File: src/rtl/gpb_pkg.sv
// Shared definitions for the GPIO bank: bus width and control word layout.
// Assumes one bank of at most DATA_W pins so the status vector fits a word.
package gpb_pkg;

    localparam int DATA_W = 32;

    // Control word bit positions; software and the bench depend on these.
    localparam int B_OE   = 0;
    localparam int B_DOUT = 1;
    localparam int B_DIN  = 2;
    localparam int B_PEN  = 3;
    localparam int B_PUP  = 4;
    localparam int B_IEN  = 5;
    localparam int B_PEND = 6;
    localparam int B_HI   = 7;
    localparam int B_LO   = 8;
    localparam int B_EDGE = 9;

    // Stored per-pin configuration (writable fields only).
    typedef struct packed {
        logic edge_t;
        logic sense_lo;
        logic sense_hi;
        logic irq_en;
        logic pull_up;
        logic pull_en;
        logic drv_val;
        logic drv_en;
    } pin_cfg_t;

endpackage

File: src/rtl/gpb_sync.sv
// Two-flop synchroniser for a vector of asynchronous pad inputs.
// Assumes each bit is independent; no multi-bit coherency is implied.
module gpb_sync #(
    parameter int WIDTH = 32
) (
    input  logic             clk,
    input  logic             rst_n,
    input  logic [WIDTH-1:0] async_in,
    output logic [WIDTH-1:0] sync_out
);

    logic [WIDTH-1:0] stage1;
    logic [WIDTH-1:0] stage2;

    // Two sampling stages to settle metastability.
    always_ff @(posedge clk) begin
        if (!rst_n) begin
            stage1 <= '0;
            stage2 <= '0;
        end else begin
            stage1 <= async_in;
            stage2 <= stage1;
        end
    end

    assign sync_out = stage2;

endmodule

File: src/rtl/gpb_pin_cell.sv
// One pin: configuration register, event detector and sticky pending bit.
// Assumes din is already synchronised to clk.
module gpb_pin_cell
    import gpb_pkg::*;
(
    input  logic              clk,
    input  logic              rst_n,
    input  logic              wr_sel,
    input  logic [DATA_W-1:0] wdata,
    input  logic              din,
    output logic              drv_en,
    output logic              drv_out,
    output logic              pull_up,
    output logic              pull_dn,
    output logic              irq_en,
    output logic              pending,
    output logic [DATA_W-1:0] word
);

    pin_cfg_t cfg;
    logic     din_prev;
    logic     rise;
    logic     fall;
    logic     hit;
    logic     clr;

    // Configuration update; a driven pin never keeps its interrupt enable.
    always_ff @(posedge clk) begin
        if (!rst_n) begin
            cfg <= '0;
        end else if (wr_sel) begin
            cfg.drv_en   <= wdata[B_OE];
            cfg.drv_val  <= wdata[B_DOUT];
            cfg.pull_en  <= wdata[B_PEN];
            cfg.pull_up  <= wdata[B_PUP];
            cfg.irq_en   <= wdata[B_IEN] & ~wdata[B_OE];
            cfg.sense_hi <= wdata[B_HI];
            cfg.sense_lo <= wdata[B_LO];
            cfg.edge_t   <= wdata[B_EDGE];
        end
    end

    // Previous synchronised value for edge comparison.
    always_ff @(posedge clk) begin
        if (!rst_n) din_prev <= 1'b0;
        else        din_prev <= din;
    end

    // Event detection by mode bits.
    always_comb begin
        rise = din & ~din_prev;
        fall = ~din & din_prev;
        if (cfg.edge_t) hit = (cfg.sense_hi & rise) | (cfg.sense_lo & fall);
        else            hit = (cfg.sense_hi & din)  | (cfg.sense_lo & ~din);
    end

    assign clr = wr_sel & wdata[B_PEND];

    // Sticky pending bit: a new event outranks a clear in the same cycle.
    always_ff @(posedge clk) begin
        if (!rst_n) pending <= 1'b0;
        else        pending <= (pending & ~clr) | (hit & cfg.irq_en);
    end

    // Pad controls and readback word.
    always_comb begin
        drv_en  = cfg.drv_en;
        drv_out = cfg.drv_val & cfg.drv_en;
        pull_up = cfg.pull_en & cfg.pull_up;
        pull_dn = cfg.pull_en & ~cfg.pull_up;
        irq_en  = cfg.irq_en;
        word            = '0;
        word[B_OE]      = cfg.drv_en;
        word[B_DOUT]    = cfg.drv_val;
        word[B_DIN]     = din;
        word[B_PEN]     = cfg.pull_en;
        word[B_PUP]     = cfg.pull_up;
        word[B_IEN]     = cfg.irq_en;
        word[B_PEND]    = pending;
        word[B_HI]      = cfg.sense_hi;
        word[B_LO]      = cfg.sense_lo;
        word[B_EDGE]    = cfg.edge_t;
    end

endmodule

File: src/rtl/gpb_rdmux.sv
// Registered read-data selector over pin words and the status vector.
// Assumes NUM_PINS <= DATA_W; unmapped addresses return zero.
module gpb_rdmux
    import gpb_pkg::*;
#(
    parameter int NUM_PINS = 32,
    parameter int ADDR_W   = 6
) (
    input  logic                           clk,
    input  logic                           rst_n,
    input  logic                           rd_en,
    input  logic [ADDR_W-1:0]              addr,
    input  logic [NUM_PINS-1:0][DATA_W-1:0] words,
    input  logic [NUM_PINS-1:0]            status,
    output logic [DATA_W-1:0]              rd_data
);

    logic [DATA_W-1:0] sel;

    // Address decode to the selected word.
    always_comb begin
        sel = '0;
        for (int i = 0; i < NUM_PINS; i++) begin
            if (addr == ADDR_W'(i)) sel = words[i];
        end
        if (addr == ADDR_W'(NUM_PINS)) sel = DATA_W'(status);
    end

    // Capture on a read strobe.
    always_ff @(posedge clk) begin
        if (!rst_n)     rd_data <= '0;
        else if (rd_en) rd_data <= sel;
    end

endmodule

File: src/rtl/gpb_bank.sv
// GPIO bank top: synchroniser, one cell per pin, read mux, bank interrupt.
// Assumes a single clock domain for the bus and pad-control outputs.
module gpb_bank
    import gpb_pkg::*;
#(
    parameter int NUM_PINS = 32,
    parameter int ADDR_W   = $clog2(NUM_PINS) + 1
) (
    input  logic                clk,
    input  logic                rst_n,
    input  logic                wr_en,
    input  logic                rd_en,
    input  logic [ADDR_W-1:0]   addr,
    input  logic [DATA_W-1:0]   wdata,
    output logic [DATA_W-1:0]   rd_data,
    input  logic [NUM_PINS-1:0] pad_in,
    output logic [NUM_PINS-1:0] pad_oe,
    output logic [NUM_PINS-1:0] pad_out,
    output logic [NUM_PINS-1:0] pad_pull_up,
    output logic [NUM_PINS-1:0] pad_pull_dn,
    output logic                irq
);

    logic [NUM_PINS-1:0]             din_sync;
    logic [NUM_PINS-1:0]             status_vec;
    logic [NUM_PINS-1:0]             irq_en_vec;
    logic [NUM_PINS-1:0][DATA_W-1:0] word_arr;

    gpb_sync #(.WIDTH(NUM_PINS)) u_sync (
        .clk      (clk),
        .rst_n    (rst_n),
        .async_in (pad_in),
        .sync_out (din_sync)
    );

    for (genvar gi = 0; gi < NUM_PINS; gi++) begin : g_pin
        logic sel_w;
        assign sel_w = wr_en && (addr == ADDR_W'(gi));
        gpb_pin_cell u_cell (
            .clk     (clk),
            .rst_n   (rst_n),
            .wr_sel  (sel_w),
            .wdata   (wdata),
            .din     (din_sync[gi]),
            .drv_en  (pad_oe[gi]),
            .drv_out (pad_out[gi]),
            .pull_up (pad_pull_up[gi]),
            .pull_dn (pad_pull_dn[gi]),
            .irq_en  (irq_en_vec[gi]),
            .pending (status_vec[gi]),
            .word    (word_arr[gi])
        );
    end

    gpb_rdmux #(.NUM_PINS(NUM_PINS), .ADDR_W(ADDR_W)) u_rd (
        .clk     (clk),
        .rst_n   (rst_n),
        .rd_en   (rd_en),
        .addr    (addr),
        .words   (word_arr),
        .status  (status_vec),
        .rd_data (rd_data)
    );

    // Registered bank interrupt from enabled pending pins.
    always_ff @(posedge clk) begin
        if (!rst_n) irq <= 1'b0;
        else        irq <= |(status_vec & irq_en_vec);
    end

endmodule

File: config.mk
export PLATFORM = sky130hd
export DESIGN_NAME = gpb_bank
export DESIGN_NICKNAME = d
export VERILOG_FILES = /design/src/rtl/gpb_pkg.sv /design/src/rtl/gpb_sync.sv /design/src/rtl/gpb_pin_cell.sv /design/src/rtl/gpb_rdmux.sv /design/src/rtl/gpb_bank.sv
export SDC_FILE = /design/constraint.sdc
export NUM_CORES = 1
export LEC_CHECK = 0
export BUFFER_PORTS_ARGS = -buffer_cell sky130_fd_sc_hd__buf_2
export CAP_MARGIN = 25
export CELL_PAD_IN_SITES_DETAIL_PLACEMENT = 1
export CELL_PAD_IN_SITES_GLOBAL_PLACEMENT = 1
export CORE_ASPECT_RATIO = 1.75
export CORE_MARGIN = 1.5
export CORE_UTILIZATION = 44
export DETAILED_ROUTE_END_ITERATION = 12
export HOLD_SLACK_MARGIN = 0.08
export PLACE_DENSITY = 0.82
export SYNTH_ARGS = -nofsm -noshare
export SYNTH_HDL_FRONTEND = slang
export SYNTH_SLANG_ARGS = --single-unit
export TNS_END_PERCENT = 5
File: constraint.sdc
create_clock -name clk -period 2.5 [get_ports clk]
set_clock_uncertainty 0.1 [all_clocks]
set_input_delay 0.25 -clock clk [delete_from_list [all_inputs] [get_ports clk]]
set_output_delay 0.25 -clock clk [all_outputs]
set_load 0.02 [all_outputs]
Word-level counts from Yosys, hierarchy flattened
Cells that the tools add are included.
- flip-flop bits (word level): 417
- output and inout bits: 161
- word-level logic and storage cells: 1066
- equal/unequal tests: 32
- multiplexer cells: 65
- bitwise logic cells: 611
- reduce and logical (&&, ||, !) cells: 34
- operator list (cell ; count):
    $and A1 B1 Y1 ; 385
    $mux W10 ; 32
    $not A1 Y1 ; 129
    $eq A6 B5 Y1 const B ; 16
    $or A1 B1 Y1 ; 96
    $eq A6 B4 Y1 const B ; 8
    $and A32 B32 Y32 ; 1
    $logic_and A1 B1 Y1 ; 32
    $mux W1 ; 32
    $mux W32 ; 1
    $reduce_or A32 Y1 ; 1
    $eq A6 B3 Y1 const B ; 4
    $eq A6 B2 Y1 const B ; 2
    $eq A6 B1 Y1 const B ; 1
    $eq A6 B6 Y1 const B ; 1
    $logic_not A6 Y1 ; 1

Depth between registers and ports, before layout
Gate-level depths: netlist of the first run.
- depth in word-level cells: 34
- gate-level depth with buffers: 10
- gate-level depth less buffers: 6

By module
Synthesis of the first run repeated with hierarchy kept, for this count alone.
- cells, all modules: 3829
- area, all modules: 32456.1 µm²
- by module, submodules not included (module ; instances ; cells an instance ; area an instance (µm²) ; seq. area each (µm²)):
    gpb_pin_cell ; 32 ; 66 ; 614.3 ; 200.2
    gpb_rdmux ; 1 ; 1509 ; 10600.2 ; 640.6
    gpb_sync ; 1 ; 134 ; 1791.7 ; 1281.2
    gpb_bank ; 1 ; 74 ; 405.4 ; 20.0

Worst setup path after synthesis of the first run
Ideal clock, no wire load.
- path type: input-to-reg
- from: input addr[0]
- to: register u_rd.rd_data[9]
- arrival time: 1.959 ns
- path slack: 0.314 ns
- stages on the path: 8
- cells stage by stage: buf_2 > buf_2 > mux4_2 > a22oi_1 > o211ai_1 > a31o_1 > a222oi_1 > o21ai_1
- cells in the longest elaborated chain, start to end: 34
- elaborated cells on any way between the ends: 66
- ends and longest elaborated chain (item ; line ; source):
    start, declared ; gpb_bank.sv:13 ; input logic [ADDR_W-1:0] addr,
    $logic_not A6 Y1 ; gpb_rdmux.sv:24 ; if (addr == ADDR_W'(i)) sel = words[i];
    $mux W10 (32 in a row) ; gpb_rdmux.sv:24 ;
    $mux W32 * ; gpb_rdmux.sv:26 ; if (addr == ADDR_W'(NUM_PINS)) sel = DATA_W'(status);
    end signal, assigned ; gpb_rdmux.sv:32 ; else if (rd_en) rd_data <= sel;
    end, declared ; gpb_rdmux.sv:15 ; output logic [DATA_W-1:0] rd_data
Every way passes the cells marked *; elsewhere a longest branch is shown, timed or not.
A chain may end at the register's enable or synchronous reset.

Final worst setup path of the first run
- from: register g_pin[3].u_cell.cfg (netlist bit g_pin[3].u_cell.word[9])
- to: register u_rd.rd_data[9]
- cells in the longest elaborated chain, start to end: 30
- ends and longest elaborated chain (item ; line ; source):
    start, declared ; gpb_pin_cell.sv:20 ; pin_cfg_t cfg;
    $mux W10 (29 in a row) ; gpb_rdmux.sv:24 ;
    $mux W32 ; gpb_rdmux.sv:26 ;
Every way passes these cells.

==> flow_results.xml, run 1 <==
<?xml version="1.0" encoding="UTF-8"?>
<metrics>
  <group name="outcome">
    <metric name="status" unit="">completed</metric>
  </group>
  <group name="floorplanning">
    <metric name="die-height" unit="um">293</metric>
    <metric name="core_region_area" unit="um2">47600</metric>
    <metric name="initial_utilization" unit="%">44.4</metric>
    <metric name="dieArea" unit="um2">49400</metric>
    <metric name="num_rows" unit="">106</metric>
    <metric name="die-width" unit="um">169</metric>
    <metric name="io_pins" unit="">235</metric>
  </group>
  <group name="worst_setup_path">
    <metric name="worstPathMaxFanout" unit="">3</metric>
    <metric name="criticalPathCategory" unit="">reg -&gt; reg</metric>
    <metric name="critPathMaxStageDelay" unit="ns">0.52</metric>
    <metric name="slowest_cp_cell" unit="">mux4_2</metric>
    <metric name="critical_path.reg2reg.endpoint" unit="">u_rd.rd_data[9]</metric>
    <metric name="cp.arrival" unit="ns">2.81</metric>
    <metric name="worstSetupStartpointType" unit="">flip-flop</metric>
    <metric name="reg2reg_slack" unit="ns">0.02</metric>
    <metric name="endpoint_kind" unit="">flip-flop</metric>
    <metric name="path_cells" unit="">mux4_2 -&gt; a22oi_1 -&gt; o211ai_1 -&gt; a31o_1 -&gt; a222oi_1 -&gt; o21ai_1</metric>
    <metric name="rr_worst_depth" unit="">6</metric>
    <metric name="regToRegStartpoint" unit="">g_pin[3].u_cell.word[9]</metric>
    <metric name="worstPathRequired" unit="ns">2.83</metric>
  </group>
  <group name="logic_synthesis">
    <metric name="synthAdderAreaFrac" unit="%">0</metric>
    <metric name="synth_xor_area_share" unit="%">1.33</metric>
    <metric name="ys_ff_latch" unit="">417</metric>
    <metric name="portion_of_netlist_area_occupied_by_mux_cells" unit="%">4.88</metric>
    <metric name="synth_largest_type_area_fraction" unit="%">39.5</metric>
    <metric name="netlist_area" unit="um2">21100</metric>
    <metric name="yosysSeqAreaShare" unit="%">39.5</metric>
    <metric name="synth_area_leaders" unit="">dfxtp_1, nand2_1, a21boi_0, and2_1, buf_4</metric>
    <metric name="ys_types" unit="">82</metric>
    <metric name="count_of_flip_flops_with_a_built_in_enable_after_synthesis" unit="">0</metric>
    <metric name="synth_area_in_compound_gates" unit="%">21.6</metric>
    <metric name="dominantRegCellSynth" unit="">dfxtp_1</metric>
    <metric name="yosysWarningCount" unit="">0</metric>
    <metric name="ys_async_sr_fraction" unit="%">0</metric>
    <metric name="synth_top_cell_by_area" unit="">dfxtp_1</metric>
    <metric name="dominant_combinational_cell_family_by_area_after_synthesis" unit="">simple AND/OR/NAND/NOR gates</metric>
    <metric name="syn-instance-count" unit="">2554</metric>
    <metric name="synthesis.nets" unit="">2628</metric>
    <metric name="synthesis.area_per_instance" unit="um2">8.27</metric>
    <metric name="synthSimpleGateAreaFrac" unit="%">24.4</metric>
  </group>
  <group name="power">
    <metric name="ir_worst_vdd" unit="V">0.000509</metric>
    <metric name="total_leakage_power" unit="uW">0.00952</metric>
    <metric name="power_density" unit="nW/um2">593</metric>
  </group>
  <group name="clock_network">
    <metric name="cts_root_cell" unit="">clkbuf_16</metric>
    <metric name="cts_inserted_buffers" unit="">41</metric>
    <metric name="worstSkewPairLatency" unit="ns">0.56</metric>
    <metric name="cts.hold.buffers_added" unit="">38</metric>
    <metric name="clock_tree_from_tritoncts" unit="">done</metric>
    <metric name="clock_transition_at_the_registers_of_the_reported_paths" unit="ns">0.07</metric>
    <metric name="cts_buffer_depth" unit="">3</metric>
    <metric name="tritoncts_num_sinks" unit="">417</metric>
    <metric name="postCtsResizedCells" unit="">0</metric>
    <metric name="clock_tree.htree_level_count" unit="">2</metric>
    <metric name="post_cts_buffers" unit="">0</metric>
  </group>
  <group name="cells_and_area">
    <metric name="final_net_count" unit="">2854</metric>
    <metric name="p_r_area_growth_vs_syn" unit="%">18.4</metric>
    <metric name="register_area" unit="um2">8350</metric>
    <metric name="final_instance_area" unit="um2">25000</metric>
    <metric name="multi_input_comb_area" unit="um2">11000</metric>
    <metric name="layout.filler_cells" unit="">5652</metric>
    <metric name="layout-drive-gt1-share" unit="%">19.9</metric>
    <metric name="final-instance-count-excl-fill" unit="">3408</metric>
  </group>
  <group name="grt">
    <metric name="grt_antenna_before_repair" unit="">1</metric>
    <metric name="gr-usage-all-layers" unit="%">37.5</metric>
    <metric name="largest_net_degree_at_the_start_of_global_routing" unit="">128</metric>
    <metric name="grt-ovfl-total" unit="">0</metric>
    <metric name="first_pass_grt_wire_length" unit="mm">138</metric>
    <metric name="first_global_vias" unit="">21596</metric>
  </group>
  <group name="place">
    <metric name="io_buffers" unit="">211</metric>
    <metric name="placed_area" unit="um2">23200</metric>
    <metric name="post-dp-hpwl" unit="mm">69.1</metric>
    <metric name="numPlacedInstances" unit="">3293</metric>
    <metric name="gp_routability_congestion" unit="">0.997</metric>
  </group>
  <group name="job">
    <metric name="number_of_violations_of_the_max_capacitance_limit" unit="">0</metric>
  </group>
  <group name="routing">
    <metric name="residual_drc" unit="">0</metric>
    <metric name="wire_length_after_detailed_routing" unit="mm">93.5</metric>
    <metric name="drt.antenna.violating_nets" unit="">0</metric>
    <metric name="detail_route.first_pass.iterations" unit="">6</metric>
    <metric name="vias_per_std_cell" unit="">6.08</metric>
    <metric name="vias" unit="">20710</metric>
    <metric name="avgRoutedWirePerCell" unit="um">27.4</metric>
    <metric name="starting_drt_drc_count" unit="">1656</metric>
  </group>
  <group name="timing">
    <metric name="final.setup.tns" unit="ns">0</metric>
    <metric name="slew_viol_final" unit="">0</metric>
    <metric name="max_freq" unit="GHz">0.404</metric>
    <metric name="timing.max_slew.rel_slack" unit="%">44.6</metric>
    <metric name="final-setup-viol-count" unit="">0</metric>
    <metric name="fin_crit_sh" unit="%">99.1</metric>
    <metric name="timing.final.hold_violations" unit="">0</metric>
    <metric name="min_period" unit="ns">2.48</metric>
    <metric name="setup_repair_after_global_routing_missed_its_margin" unit="">no</metric>
    <metric name="tightest_slew" unit="ns">0.830</metric>
  </group>
  <group name="worst_hold_path">
    <metric name="worst_hold_startpoint" unit="">wdata[3]</metric>
    <metric name="hold_end" unit="">g_pin[14].u_cell.word[3]</metric>
    <metric name="min_path_type" unit="">in -&gt; reg</metric>
    <metric name="hold_path_depth" unit="">3</metric>
  </group>
</metrics>
==> layout make-up <==
cell class                      count  share of cell area, %
Multi-Input combinational cell   1828                   44.1
Sequential cell                   417                   33.4
Inverter                            8                  0.120
Antenna cell                        1                 0.0100
Clock buffer                       61                   5.01
Clock inverter                     15                  0.695
Tap cell                          594                   2.97
Timing Repair Buffer              484                   13.7
==> logic make-up after synthesis <==
family | count (synthesis)
mux | 84
simple gates | 1080
compound gates | 632
flops | 417
xor+xnor | 32
buf+inv | 309
==> cell usage after synthesis (all sizes together), types with 58 or more instances <==
| cell type | number |
|---|---|
| nand2 | 580 |
| dfxtp | 417 |
| a21boi | 277 |
| buf | 198 |
| and2 | 165 |
| clkbuf | 103 |
| a21oi | 78 |
| nor2b | 78 |
| nand3 | 72 |
| nor2 | 69 |
| o21ai | 62 |
| mux2i | 58 |
==> sequential cells by signal (all words and copies together) (netlist names), 32 cells and up <==
| signal | cells |
|---|---|
| u_rd.rd_data | 32 |
| g_pin.u_cell.din_prev | 32 |
| u_sync.stage1 | 32 |
| g_pin.u_cell.drv_en | 32 |
| g_pin.u_cell.pending | 32 |
| g_pin.u_cell.irq_en | 32 |
| g_pin.u_cell.word | 192 |
| u_sync.sync_out | 32 |
==> critical path: cells and delay by family, from the launching register on <==
kind	cells	cell delay, ns
AO/OA/AOI/OAI	5	1.38
flip-flops	1	0.34
multiplexers	1	0.52
==> through the flow <==
| stage | total power (uW) | hold slack [ns] | util (%) | worst slack (ns) |
|---|---|---|---|---|
| floorplan | 7600 | 0.277 | - | 0.314 |
| global placement | 8190 | 0.315 | 48.7 | -0.179 |
| detailed placement | 8220 | 0.320 | 48.7 | -0.235 |
| CTS | 14900 | 0.0995 | 52.5 | 0.106 |
| global route | 15200 | 0.124 | 52.5 | 0.0102 |
| finish | 14800 | 0.108 | 52.5 | 0.0222 |
==> layer usage <==
layer  part of all wire [%]  track usage, %
met5                  0.014               0
met4                    8.0            27.3
met3                    5.2            4.63
met2                     50            66.2
met1                     37            41.3
==> worst max path at each step <==
| stage | startpoint | endpoint | slack (ns) | cells past startpoint |
|---|---|---|---|---|
| after floorplan | addr[0] | u_rd.rd_data[9] | 0.31 | 8 |
| after global placement | addr[5] | u_rd.rd_data[2] | -0.18 | 8 |
| after detailed placement | addr[5] | u_rd.rd_data[2] | -0.23 | 8 |
| after CTS | g_pin[3].u_cell.word[9] | u_rd.rd_data[9] | 0.11 | 6 |
| after global routing | g_pin[2].u_cell.word[9] | u_rd.rd_data[9] | 0.01 | 6 |
| final | g_pin[3].u_cell.word[9] | u_rd.rd_data[9] | 0.02 | 6 |
==> layout by cell type, fill, tap and decap left out, types with 10 or more instances in the layout <==
master,Yosys,routed
nor2_1,67,67
o2111ai_1,19,19
dfxtp_1,417,417
xnor2_1,32,32
o21ai_0,60,60
buf_2,48,208
nor2b_1,78,77
o211ai_1,25,25
nor3_1,25,25
nand2b_1,41,41
mux2i_1,58,58
mux2_2,12,12
clkbuf_16,0,43
dlygate4sd3_1,0,38
buf_4,134,220
and2_1,165,165
mux4_2,14,14
buf_12,0,17
o221ai_1,12,12
a21boi_0,277,277
a221oi_1,19,19
a22o_1,10,10
a22oi_1,19,19
nand2_1,579,579
o22ai_1,13,13
a211oi_1,14,14
a21oi_1,77,77
clkbuf_8,0,11
nand3_1,72,72
==> power by group <==
part / total [uW] / internal (uW) / switching (uW)
Sequential: 6820 / 6730 / 86.7
Clock: 6670 / 3810 / 2850
Combinational: 1340 / 527 / 815
(Power assumes the default switching activity.)
==> run 2: changes to the inputs <==
Settings changed: CORE_UTILIZATION 44 to 30, PLACE_DENSITY 0.82 to 0.6.
==> flow_results.xml, run 2 (same netlist as run 1, synthesis figures left out) <==
<?xml version="1.0" encoding="UTF-8"?>
<metrics>
  <group name="worst_setup_path">
    <metric name="rr_worst_depth" unit="">6</metric>
    <metric name="endpoint_kind" unit="">flip-flop</metric>
    <metric name="worstPathRequired" unit="ns">2.89</metric>
    <metric name="worstSetupStartpointType" unit="">flip-flop</metric>
    <metric name="critPathMaxStageDelay" unit="ns">0.53</metric>
    <metric name="slowest_cp_cell" unit="">mux4_2</metric>
    <metric name="worstPathMaxFanout" unit="">3</metric>
    <metric name="reg2reg_slack" unit="ns">0.11</metric>
    <metric name="regToRegStartpoint" unit="">g_pin[3].u_cell.word[9]</metric>
    <metric name="criticalPathCategory" unit="">reg -&gt; reg</metric>
    <metric name="path_cells" unit="">mux4_2 -&gt; a22oi_1 -&gt; o211ai_1 -&gt; a31o_1 -&gt; a222oi_1 -&gt; o21ai_1</metric>
    <metric name="critical_path.reg2reg.endpoint" unit="">u_rd.rd_data[9]</metric>
    <metric name="cp.arrival" unit="ns">2.79</metric>
  </group>
  <group name="clock_network">
    <metric name="post_cts_buffers" unit="">0</metric>
    <metric name="clock_tree.htree_level_count" unit="">2</metric>
    <metric name="clock_transition_at_the_registers_of_the_reported_paths" unit="ns">0.07</metric>
    <metric name="cts_root_cell" unit="">clkbuf_16</metric>
    <metric name="worstSkewPairLatency" unit="ns">0.60</metric>
    <metric name="tritoncts_num_sinks" unit="">417</metric>
    <metric name="clock_tree_from_tritoncts" unit="">done</metric>
    <metric name="cts_inserted_buffers" unit="">44</metric>
    <metric name="cts_buffer_depth" unit="">3</metric>
  </group>
  <group name="cells_and_area">
    <metric name="mostFrequentLayoutCells" unit="">nand2_1, dfxtp_1, a21boi_0</metric>
    <metric name="final_net_count" unit="">2886</metric>
    <metric name="p_r_area_growth_vs_syn" unit="%">21.7</metric>
    <metric name="layout-drive-gt1-share" unit="%">21.0</metric>
    <metric name="layout_commonest_cell" unit="">nand2_1</metric>
    <metric name="largest_register_ffs" unit="">192</metric>
    <metric name="final-instance-count-excl-fill" unit="">3758</metric>
  </group>
  <group name="worst_hold_path">
    <metric name="hold_end" unit="">g_pin[5].u_cell.pending</metric>
    <metric name="hold_path_depth" unit="">5</metric>
    <metric name="min_path_type" unit="">in -&gt; reg</metric>
    <metric name="worst_hold_startpoint" unit="">wdata[6]</metric>
  </group>
  <group name="timing">
    <metric name="timing.final.hold_violations" unit="">0</metric>
    <metric name="setup_repair_after_global_routing_missed_its_margin" unit="">no</metric>
    <metric name="slew_viol_final" unit="">0</metric>
    <metric name="fin_crit_sh" unit="%">95.8</metric>
    <metric name="tightest_slew" unit="ns">0.962</metric>
    <metric name="timing.max_slew.rel_slack" unit="%">35.9</metric>
    <metric name="whs" unit="ns">0.177</metric>
    <metric name="max_freq" unit="GHz">0.418</metric>
    <metric name="final-setup-viol-count" unit="">0</metric>
    <metric name="min_period" unit="ns">2.39</metric>
  </group>
  <group name="place">
    <metric name="io_buffers" unit="">211</metric>
    <metric name="numPlacedInstances" unit="">3638</metric>
    <metric name="gp_routability_congestion" unit="">0.968</metric>
    <metric name="post-dp-hpwl" unit="mm">74.0</metric>
  </group>
  <group name="floorplanning">
    <metric name="die-height" unit="um">354</metric>
    <metric name="num_rows" unit="">128</metric>
    <metric name="io_pins" unit="">235</metric>
    <metric name="core_region_area" unit="um2">69700</metric>
    <metric name="die-width" unit="um">204</metric>
    <metric name="dieArea" unit="um2">72100</metric>
    <metric name="initial_utilization" unit="%">30.3</metric>
  </group>
  <group name="routing">
    <metric name="drt.antenna.violating_nets" unit="">0</metric>
    <metric name="avgRoutedWirePerCell" unit="um">26.1</metric>
    <metric name="starting_drt_drc_count" unit="">1205</metric>
    <metric name="vias_per_std_cell" unit="">5.37</metric>
    <metric name="detail_route.first_pass.iterations" unit="">7</metric>
    <metric name="vias" unit="">20172</metric>
    <metric name="wire_length_after_detailed_routing" unit="mm">98.2</metric>
    <metric name="residual_drc" unit="">0</metric>
  </group>
  <group name="outcome">
    <metric name="status" unit="">completed</metric>
  </group>
  <group name="job">
    <metric name="number_of_violations_of_the_max_capacitance_limit" unit="">0</metric>
  </group>
  <group name="grt">
    <metric name="grt-ovfl-total" unit="">0</metric>
    <metric name="first_global_vias" unit="">21133</metric>
    <metric name="first_pass_grt_wire_length" unit="mm">144</metric>
    <metric name="grt_antenna_before_repair" unit="">3</metric>
    <metric name="gr-usage-all-layers" unit="%">27.0</metric>
    <metric name="largest_net_degree_at_the_start_of_global_routing" unit="">264</metric>
  </group>
  <group name="power">
    <metric name="ir_worst_vdd" unit="V">0.000470</metric>
    <metric name="total_leakage_power" unit="uW">0.00971</metric>
    <metric name="power_density" unit="nW/um2">596</metric>
  </group>
</metrics>
-- run 2: what timing repair did --
| item | CTS | global route |
|---|---|---|
| resized for setup | 0 | 0 |
| hold buffers | 37 | 0 |
| endpoints found under the hold margin | 91 | 0 |
-- run 2: worst max-delay path by stage --
stage / start / end / slack (ns) / cells past startpoint
2_1_floorplan: addr[0] / u_rd.rd_data[9] / 0.31 / 8
3_3_place_gp: addr[0] / u_rd.rd_data[3] / -0.22 / 9
3_5_place_dp: addr[0] / u_rd.rd_data[4] / -0.24 / 9
4_1_cts: g_pin[3].u_cell.word[9] / u_rd.rd_data[9] / 0.16 / 6
5_1_grt: g_pin[3].u_cell.word[9] / u_rd.rd_data[9] / 0.08 / 6
6_report: g_pin[3].u_cell.word[9] / u_rd.rd_data[9] / 0.11 / 6
-- run 2: critical path: cells and delay by family (launching register included) --
family | cells | cell delay (ns)
flops | 1 | 0.33
compound gates | 5 | 1.32
mux | 1 | 0.53
-- run 2: power breakdown --
group          switching (uW)  internal (uW)  total, uW
registers                90.2           6730       6820
clock network            3050           4080       7120
logic                     833            545       1380
-- run 2: area by class of cell --
class / instances / area (um2)
fill: 8232 / 43900
multi-input combinational: 1828 / 11000
sequential: 417 / 8350
timing repair buffer: 513 / 3640
clock buffer: 57 / 1250
tap: 910 / 1140
clock inverter: 24 / 277
inverter: 8 / 30.0
antenna: 1 / 2.50
-- run 2: metrics by stage --
step / setup WS, ns / total power (uW) / util, % / cell area (um2) / setup TNS, ns
4_1_cts: 0.159 / 15500 / 36.9 / 25700 / 0
6_report: 0.106 / 15300 / 36.9 / 25700 / 0
3_5_place_dp: -0.238 / 8280 / 34.2 / 23800 / -1.30
3_3_place_gp: -0.219 / 8260 / 34.2 / 23800 / -1.03
5_1_grt: 0.0762 / 15800 / 36.9 / 25700 / 0
2_1_floorplan: 0.314 / 7600 / - / 21100 / 0
-- run 2: routing by layer --
metal	wire, um	part of all wire (%)	GRT usage (%)	vias to the layer above
met4	5880	6.0	15.1	0
met5	0	0	0	-
met1	38900	40	31.1	10146
met2	49200	50	47.9	620
met3	4220	4.3	3.16	230
li1	-	-	-	9176
